$ cat config.mk
export PLATFORM = sky130hd
export DESIGN_NAME = qspi_xip_reader
export DESIGN_NICKNAME = d
export VERILOG_FILES = /design/src/rtl/qxr_pkg.sv /design/src/rtl/qxr_addr_track.sv /design/src/rtl/qxr_wordpack.sv /design/src/rtl/qxr_seq.sv /design/src/rtl/qspi_xip_reader.sv
export SDC_FILE = /design/constraint.sdc
export NUM_CORES = 1
export LEC_CHECK = 0
export BUFFER_PORTS_ARGS = -buffer_cell sky130_fd_sc_hd__buf_4
export CAP_MARGIN = 20
export CORE_UTILIZATION = 62
export CTS_BUF_LIST = sky130_fd_sc_hd__clkbuf_16
export CTS_CLUSTER_DIAMETER = 100
export DETAILED_ROUTE_END_ITERATION = 8
export GPL_TIMING_DRIVEN = 0
export PLACE_DENSITY = 0.83
export RECOVER_POWER = 25
export SLEW_MARGIN = 0
export SYNTH_ARGS = -nofsm -noshare
export SYNTH_HDL_FRONTEND = slang
export SYNTH_SLANG_ARGS = --single-unit
$ cat constraint.sdc
create_clock -name clk -period 4.4 [get_ports clk]
set_clock_uncertainty 0.1 [all_clocks]
set_input_delay 0.44 -clock clk [delete_from_list [all_inputs] [get_ports clk]]
set_output_delay 0.44 -clock clk [all_outputs]
set_load 0.01 [all_outputs]
$ cat src/rtl/qxr_pkg.sv
package qxr_pkg;
   typedef enum logic [2:0] {
      ST_IDLE, ST_CMD, ST_ADDR, ST_MODE, ST_DUMMY, ST_DATA, ST_HOLD, ST_DESEL
   } qxr_state_e;

   localparam logic [7:0] OPC_QUAD_READ = 8'hEB;
   localparam int         WORD_NIBS     = 8;
endpackage

$ cat src/rtl/qxr_addr_track.sv
module qxr_addr_track #(
   parameter int ADDR_W = 24
) (
   input  logic              clk,
   input  logic              rst_n,
   input  logic              load_i,
   input  logic [ADDR_W-1:0] load_addr_i,
   input  logic              advance_i,
   input  logic [ADDR_W-1:0] req_addr_i,
   output logic              hit_o
);
   localparam logic [ADDR_W-1:0] STEP = ADDR_W'(4);

   logic [ADDR_W-1:0] next_q;

   always_ff @(posedge clk or negedge rst_n) begin
      if (!rst_n)         next_q <= '0;
      else if (load_i)    next_q <= load_addr_i;
      else if (advance_i) next_q <= next_q + STEP;
   end

   assign hit_o = (next_q == req_addr_i);

   AST_ADDR_STEP: assert property (@(posedge clk) disable iff (!rst_n)
      (advance_i && !load_i) |=> (next_q == $past(next_q) + STEP));
endmodule

$ cat src/rtl/qxr_wordpack.sv
module qxr_wordpack
   import qxr_pkg::*;
(
   input  logic        clk,
   input  logic        rst_n,
   input  logic        sample_i,
   input  logic [2:0]  idx_i,
   input  logic [3:0]  nib_i,
   output logic [31:0] word_o
);
   for (genvar k = 0; k < WORD_NIBS; k++) begin : g_nib
      localparam int OFS = (k / 2) * 8 + ((k % 2 == 0) ? 4 : 0);
      always_ff @(posedge clk or negedge rst_n) begin
         if (!rst_n)                                 word_o[OFS +: 4] <= '0;
         else if (sample_i && idx_i == 3'(k))        word_o[OFS +: 4] <= nib_i;
      end
   end
endmodule

$ cat src/rtl/qxr_seq.sv
module qxr_seq
   import qxr_pkg::*;
#(
   parameter int         ADDR_W     = 24,
   parameter int         IDLE_W     = 16,
   parameter int         DUMMY_CLKS = 4,
   parameter logic [7:0] MODE_BYTE  = 8'h00
) (
   input  logic              clk,
   input  logic              rst_n,
   input  logic              req_i,
   input  logic [ADDR_W-1:0] addr_i,
   input  logic              hit_i,
   input  logic [IDLE_W-1:0] idle_limit_i,
   output logic              sck_o,
   output logic              cs_n_o,
   output logic [3:0]        io_o,
   output logic [3:0]        io_oe_o,
   output logic              load_o,
   output logic              advance_o,
   output logic              sample_o,
   output logic [2:0]        nib_idx_o,
   output logic              ack_o
);
   localparam int ADDR_CLKS = ADDR_W / 4;
   localparam int CNT_W     = 4;

   if (DUMMY_CLKS < 1 || DUMMY_CLKS > 16) begin : g_bad_dummy
      $error("DUMMY_CLKS must lie in 1..16");
   end

   qxr_state_e        state;
   logic              ph;
   logic [CNT_W-1:0]  cnt;
   logic [CNT_W-1:0]  last;
   logic [ADDR_W-1:0] addr_sr;
   logic [IDLE_W-1:0] idle_cnt;
   logic              pend;
   logic              active;

   always_comb begin
      unique case (state)
         ST_CMD:   last = CNT_W'(7);
         ST_ADDR:  last = CNT_W'(ADDR_CLKS - 1);
         ST_MODE:  last = CNT_W'(1);
         ST_DUMMY: last = CNT_W'(DUMMY_CLKS - 1);
         default:  last = CNT_W'(WORD_NIBS - 1);
      endcase
   end

   assign active = (state == ST_CMD) || (state == ST_ADDR) || (state == ST_MODE) ||
                   (state == ST_DUMMY) || (state == ST_DATA);

   always_ff @(posedge clk or negedge rst_n) begin
      if (!rst_n) begin
         state    <= ST_IDLE;
         ph       <= 1'b0;
         cnt      <= '0;
         addr_sr  <= '0;
         idle_cnt <= '0;
         pend     <= 1'b0;
      end else begin
         unique case (state)
            ST_IDLE: if (req_i) begin
               state   <= ST_CMD;
               ph      <= 1'b0;
               cnt     <= '0;
               addr_sr <= addr_i;
            end
            ST_CMD, ST_ADDR, ST_MODE, ST_DUMMY, ST_DATA: begin
               ph <= ~ph;
               if (ph) begin
                  if (state == ST_ADDR) addr_sr <= {addr_sr[ADDR_W-5:0], 4'b0000};
                  if (cnt == last) begin
                     cnt <= '0;
                     unique case (state)
                        ST_CMD:   state <= ST_ADDR;
                        ST_ADDR:  state <= ST_MODE;
                        ST_MODE:  state <= ST_DUMMY;
                        ST_DUMMY: state <= ST_DATA;
                        default: begin
                           state    <= ST_HOLD;
                           pend     <= 1'b1;
                           idle_cnt <= '0;
                        end
                     endcase
                  end else begin
                     cnt <= cnt + 1'b1;
                  end
               end
            end
            ST_HOLD: begin
               if (pend) begin
                  if (req_i) pend <= 1'b0;
               end else if (req_i) begin
                  idle_cnt <= '0;
                  ph       <= 1'b0;
                  cnt      <= '0;
                  state    <= hit_i ? ST_DATA : ST_DESEL;
               end else if (idle_cnt >= idle_limit_i) begin
                  state <= ST_DESEL;
               end else begin
                  idle_cnt <= idle_cnt + 1'b1;
               end
            end
            default: state <= ST_IDLE;
         endcase
      end
   end

   always_comb begin
      io_o    = 4'b0000;
      io_oe_o = 4'b0000;
      unique case (state)
         ST_CMD: begin
            io_o    = {3'b000, OPC_QUAD_READ[3'(7 - cnt[2:0])]};
            io_oe_o = 4'b0001;
         end
         ST_ADDR: begin
            io_o    = addr_sr[ADDR_W-1 -: 4];
            io_oe_o = 4'b1111;
         end
         ST_MODE: begin
            io_o    = cnt[0] ? MODE_BYTE[3:0] : MODE_BYTE[7:4];
            io_oe_o = 4'b1111;
         end
         default: ;
      endcase
   end

   assign sck_o     = active && ph;
   assign cs_n_o    = (state == ST_IDLE) || (state == ST_DESEL);
   assign load_o    = (state == ST_IDLE) && req_i;
   assign sample_o  = (state == ST_DATA) && ph;
   assign nib_idx_o = cnt[2:0];
   assign advance_o = sample_o && (cnt == CNT_W'(WORD_NIBS - 1));
   assign ack_o     = (state == ST_HOLD) && pend && req_i;

   AST_HIT_STREAMS: assert property (@(posedge clk) disable iff (!rst_n)
      (state == ST_HOLD && !pend && req_i && hit_i) |=> (!cs_n_o && state == ST_DATA));
   AST_MISS_RELEASES: assert property (@(posedge clk) disable iff (!rst_n)
      (state == ST_HOLD && !pend && req_i && !hit_i) |=> cs_n_o);
   AST_IDLE_CLOSE: assert property (@(posedge clk) disable iff (!rst_n)
      (state == ST_HOLD && !pend && !req_i && idle_cnt >= idle_limit_i) |=> cs_n_o);
   AST_LINES_INPUT: assert property (@(posedge clk) disable iff (!rst_n)
      (sck_o && (state == ST_DUMMY || state == ST_DATA)) |-> (io_oe_o == 4'b0000));
   AST_WORD_DONE: assert property (@(posedge clk) disable iff (!rst_n)
      advance_o |=> (state == ST_HOLD && pend && !cs_n_o));
endmodule

$ cat src/rtl/qspi_xip_reader.sv
module qspi_xip_reader #(
   parameter int         ADDR_W     = 24,
   parameter int         IDLE_W     = 16,
   parameter int         DUMMY_CLKS = 4,
   parameter logic [7:0] MODE_BYTE  = 8'h00
) (
   input  logic              clk,
   input  logic              rst_n,
   input  logic              rd_req_i,
   input  logic [ADDR_W-1:0] rd_addr_i,
   output logic [31:0]       rd_data_o,
   output logic              rd_wait_o,
   input  logic [IDLE_W-1:0] idle_limit_i,
   output logic              qspi_sck_o,
   output logic              qspi_cs_n_o,
   output logic [3:0]        qspi_io_o,
   output logic [3:0]        qspi_io_oe_o,
   input  logic [3:0]        qspi_io_i
);
   if (ADDR_W != 24 && ADDR_W != 32) begin : g_bad_addr
      $error("ADDR_W must be 24 or 32");
   end
   if (IDLE_W < 1) begin : g_bad_idle
      $error("IDLE_W must be positive");
   end

   logic       hit, load, advance, sample, ack;
   logic [2:0] nib_idx;

   qxr_seq #(
      .ADDR_W(ADDR_W), .IDLE_W(IDLE_W), .DUMMY_CLKS(DUMMY_CLKS), .MODE_BYTE(MODE_BYTE)
   ) u_seq (
      .clk(clk), .rst_n(rst_n), .req_i(rd_req_i), .addr_i(rd_addr_i), .hit_i(hit),
      .idle_limit_i(idle_limit_i), .sck_o(qspi_sck_o), .cs_n_o(qspi_cs_n_o),
      .io_o(qspi_io_o), .io_oe_o(qspi_io_oe_o), .load_o(load), .advance_o(advance),
      .sample_o(sample), .nib_idx_o(nib_idx), .ack_o(ack)
   );

   qxr_addr_track #(.ADDR_W(ADDR_W)) u_track (
      .clk(clk), .rst_n(rst_n), .load_i(load), .load_addr_i(rd_addr_i),
      .advance_i(advance), .req_addr_i(rd_addr_i), .hit_o(hit)
   );

   qxr_wordpack u_pack (
      .clk(clk), .rst_n(rst_n), .sample_i(sample), .idx_i(nib_idx),
      .nib_i(qspi_io_i), .word_o(rd_data_o)
   );

   assign rd_wait_o = rd_req_i && !ack;

   AST_SCK_GATED: assert property (@(posedge clk) disable iff (!rst_n)
      qspi_cs_n_o |-> !qspi_sck_o);
   AST_NO_WAIT_IDLE: assert property (@(posedge clk) disable iff (!rst_n)
      !rd_req_i |-> !rd_wait_o);
endmodule

Word-level counts from Yosys, hierarchy flattened. Memories as Yosys holds them, arrays and structs flattened. Cells that the tools add are included.

Bits in registers: 105. Bits in read-only memories: 8. Input bits: 47. Output and inout port bits: 43. Logic and storage cells: 124. Memories kept: 1.

Memory list: (name not given) (depth 8, bits a word 1, rd ports 1, clocked after Yosys merged registers in 0, wr ports 0, line qxr_seq.sv:116) `io_o = {3'b000, OPC_QUAD_READ[3'(7 - cnt[2:0])]};`.

$add $sub $neg: 4. $lt $le $gt $ge: 2. Equality and inequality tests: 25. Multiplexer cells: 40. Bitwise logic cells: 1. Reductions and logical operators: 36.

Operators by type and width (number): $mux W24 (5); $mux W16 (6); $pmux W24 S2 (1); $pmux W16 S2 (1); $add A24 B3 Y24 const B (1); $eq A24 B24 Y1 (1); $eq A3 B3 Y1 const B (8); $mux W3 (6); $pmux W3 S3 (2); $add A16 B1 Y16 const B (1); $ge A16 B16 Y1 (1); $mux W4 (4); $pmux W4 S2 (2); $logic_and A1 B1 Y1 (15); $eq A3 B2 Y1 const B (4); $pmux W3 S4 (1); $pmux W4 S3 (1); $mux W1 (8); $reduce_and A4 Y1 (2); $eq A3 B1 Y1 const B (2); $logic_not A3 Y1 (2); $ne A2 B1 Y1 const B (3); $ne A2 B2 Y1 const B (3); $reduce_and A6 Y1 (1); 21 further kinds (27).

Logic depth before layout (Yosys ltp).
Depth in word-level cells: 6. Mapped depth: 9. Gate-level depth less buffers: 8.

Hierarchy. Synthesis repeated with hierarchy kept, for this count alone.

Cell total of the unflattened synthesis: 626. Area, all modules: 6312.3 um2.

Modules (own cells, without submodules): qxr_seq (times used 1, cells an instance 364, area an instance 3293.2 um2, seq. area each 1226.2 um2); qxr_addr_track (times used 1, cells an instance 189, area an instance 1694.1 um2, seq. area each 600.6 um2); qxr_wordpack (times used 1, cells an instance 72, area an instance 1311.3 um2, seq. area each 800.8 um2); qspi_xip_reader (times used 1, cells an instance 1, area an instance 13.8 um2, seq. area each 0.0 um2).

Worst setup path after synthesis. Ideal clock, no wire load.

Kind: input -> register. Start: in idle_limit_i[0]. End: reg u_seq.idle_cnt[14]. Setup time: 138 ps. Arrival: 2173 ps. Required time: 4162 ps. Path slack: 1989 ps. Stages on the path: 8. Buffers on the path: 1. Cell sequence: ha_1 > nand2b_4 > a2111o_1 > a32oi_2 > nand4_1 > buf_2 > o311ai_1 > o211ai_1.

Word-level cells in the longest chain between the ends: 3.

Ends and longest elaborated chain: start: declaration (line qspi_xip_reader.sv:13) `input logic [IDLE_W-1:0] idle_limit_i,`; $ge A16 B16 Y1 (line qxr_seq.sv:100) `end else if (idle_cnt >= idle_limit_i) begin`; $ne A3 B3 Y1 (no line); $reduce_and A6 Y1 (no line); end signal: assignment (line qxr_seq.sv:103) `idle_cnt <= idle_cnt + 1'b1;`; end: declaration (line qxr_seq.sv:37) `logic [IDLE_W-1:0] idle_cnt;`.

No other way between the ends. A chain may end at the register's enable or synchronous reset.

Worst setup path after layout.
Start: reg u_seq.state[2]. End: out qspi_io_oe_o[2].

Word-level cells in the longest chain between the ends: 3. Elaborated cells between the ends (all ways): 5. Classes of those cells: eq/ne: 3; mux: 1; reduce/logical: 1.

Ends and longest elaborated chain: start: declaration (line qxr_seq.sv:32) `qxr_state_e state;`; start signal: assignment (line qxr_seq.sv:99) `state <= hit_i ? ST_DATA : ST_DESEL;`; $eq A3 B2 Y1 (line qxr_seq.sv:114) `unique case (state)`; $reduce_or A2 Y1 (no line); $pmux W4 S2 (*) (line qxr_seq.sv:114); end: declaration (line qspi_xip_reader.sv:17) `output logic [3:0] qspi_io_oe_o,`.

Every way passes the cells marked *; elsewhere a longest branch is shown, timed or not.

==> qor.csv <==
metric,value,unit
worst_slew_pin_slew,2.84,ns
crit_type,flip-flop to output port,
async_reset_ff_share,100,%
yosysSeqAreaShare,43.5,%
diodes,0,
overflow,0,
synth_area_leaders,"dfrtp_1 (43%), nand2_1 (6.8%), mux2_2 (6.2%)",
fp.dieH,101,um
final_cell_count_no_fill,879,
cpPeakStageDelay,0.48,ns
die_w,101,um
syn_area,6040,um2
htree_num_levels,3,
firstDrtPassIters,4,
syn_avg_cell_area,9.37,um2
post_cts.repair.setup_buffers,0,
synth.most_common_cell,nand2_1,
place_hpwl,11100,um
crit_top_cell,buf_4,
start_util,64.8,%
power,3.92,mW
grt_pass1_wl,24300,um
slowest_stage,buf_1,
dieArea,10100,um2
syn-num-nets,716,
dp_slack,1.66,ns
hold_path.class,input port to flip-flop,
synthTopCellsByCount,"nand2_1 (110), dfrtp_1 (105), nor2_1 (47)",
drt-initial-drc-count,399,
wirelength,15000,um
grt_max_degree,57,
clk_path_buf_depth,2,
crit_fanout,10,
drcViolationCount,0,
crit_chain,"clkbuf_1, buf_1, nor2b_1, buf_4, buf_4",
dp.cells,863,
synth_warnings,0,
avgViaCountPerCell,5.90,
synthFlopType,dfrtp_1,
cts-root-buf,clkbuf_16,
setup_viol,0,
status,"complete, but fails checks",
layout.nets,816,
fin_crit_sh,63.2,%
startpoint,u_seq.state[2],
vias,5185,
finalHoldViolCount,0,
holdWs,0.205,ns
multi_input_area,3140,um2
core-area,9330,um2
layout_setup_ws,1.62,ns
cts_tree,done,
arrival,2.24,ns
antenna_found_initial,0,
cp-end-kind,output port,
maxSlewViolCount,50,
portBuffers,88,
clk_pin_slew,0.07,ns
io_pins,90,
grt_pass1_vias,5009,
yosys.area.top_type,dfrtp_1,
nFillCells,676,
p_leak,3.26,nW
synth_cells,645,
powerDensity,547,nW/um2
synth_cell_types,65,
grt.total_usage,31.0,%
crit_required,3.86,ns
cts_buffers,9,
cap_violations,1,
synth_top_area_share,43.5,%
cts_resized,0,
register_area,2630,um2
cts_hold_buf,0,
max_freq,360,MHz
cts.sinks,105,
clk_latency,0.35,ns
relSlewSlack,-89.5,%
worstHoldStart,rd_addr_i[1],
postRouteAntennaNets,0,
ys_ff_latch,105,
gp_congestion,0.962,
period_minus_slack,2.78,ns
timing.rr.start,u_seq.idle_cnt[0],
finalSetupTns,0,ns
rsz0062_at_grt,no,
rows,35,
failed_checks,"capacitance limit, slew limit",
syn_to_final_growth,18.6,%
synth-edff-count,0,
worst_setup_path_start_kind,flip-flop,
drive_gt1_share,21.3,%
avgRoutedWirePerCell,17.0,um
vdd_drop_max,293,uV
final timing paths:
kind	slack, ns	to	cells past startpoint
max	1.62	qspi_io_oe_o[2]	5
min	0.20	u_track.next_q[1]	3
max reg2reg	1.73	u_seq.idle_cnt[14]	9
min reg2reg	0.39	u_seq.addr_sr[0]	2
max in group asynchronous	1.70	u_track.next_q[17]	1
min in group asynchronous	0.90	u_seq.idle_cnt[7]	1
sequential cells by signal, indices dropped and copies added, names as in the netlist:
| name | cells |
|---|---|
| u_seq.ph | 1 |
| u_pack.word_o | 32 |
| u_seq.addr_sr | 24 |
| u_seq.state | 3 |
| u_seq.cnt | 4 |
| u_seq.pend | 1 |
| u_track.next_q | 24 |
| u_seq.idle_cnt | 16 |
kinds of logic (layout without fill, tap and decap cells):
| group | Yosys count | after routing | share of synthesized area [%] |
|---|---|---|---|
| buffers and inverters | 63 | 168 | 4.51 |
| multiplexers | 38 | 38 | 6.98 |
| adder cells (fa/ha/maj) | 24 | 24 | 4.97 |
| AND/OR/NAND/NOR | 270 | 270 | 22.0 |
| AO/OA/AOI/OAI | 111 | 111 | 13.1 |
| flip-flops | 105 | 105 | 43.5 |
| XOR/XNOR | 34 | 34 | 4.93 |
placed cells by master (no fill, tap or decap), types with 5 or more instances in the layout:
cell type  Yosys  layout
and2_1         8       8
mux2_2        33      33
a22oi_1        5       5
mux2i_1        5       5
ha_1          24      24
buf_4          2      89
nor2_1        47      47
a31oi_1       21      21
nand2_1      110     110
nand4_1       13      13
xnor2_1       17      17
clkbuf_1      20      21
clkbuf_16      0       9
and3_1        10      10
xor2_1        17      17
a21oi_1       12      12
or4_1         10      10
nand3_1       30      30
o21ai_0       25      25
nor2b_1        5       5
dfrtp_1      105     105
buf_2          8       8
o311ai_0       5       5
o211ai_1      12      12
inv_1         29      29
nor4_1         8       8
worst max-delay path, delay by kind of cell, from the launching register on:
family	cells	cell delay, ns
buffers and inverters	4	1.22
flip-flops	1	0.47
AND/OR/NAND/NOR	1	0.20
metal layers:
layer  vias up  global-route usage, %  wire (um)
met4         0                   9.59        267
met5         -                      0          0
met3        24                   4.99        738
li1       2495                      -          -
met2       164                   54.2       7600
met1      2502                   39.6       6350
final cells by class:
type                    count  share of cell area (%)
plain buffers              34                    2.29
clock buffers               9                    3.14
clock inverters             7                   0.768
inverters                  29                    1.52
multi-input cells         477                    43.8
flip-flops and latches    105                    36.7
well taps                 129                    2.25
repair buffers             89                    9.55
power breakdown:
group	internal [mW]	switching, mW	leakage [nW]
clock network	0.389	0.381	0.126
logic	0.691	0.940	1.84
registers	1.26	0.262	1.29
per-stage QoR:
stage / cell area (um2) / util [%]
floorplan: 6040 / -
global placement: 6860 / 73.6
detailed placement: 6890 / 73.9
CTS: 7170 / 76.9
global route: 7170 / 76.8
finish: 7170 / 76.8
Power figures use the tool's default switching activity.
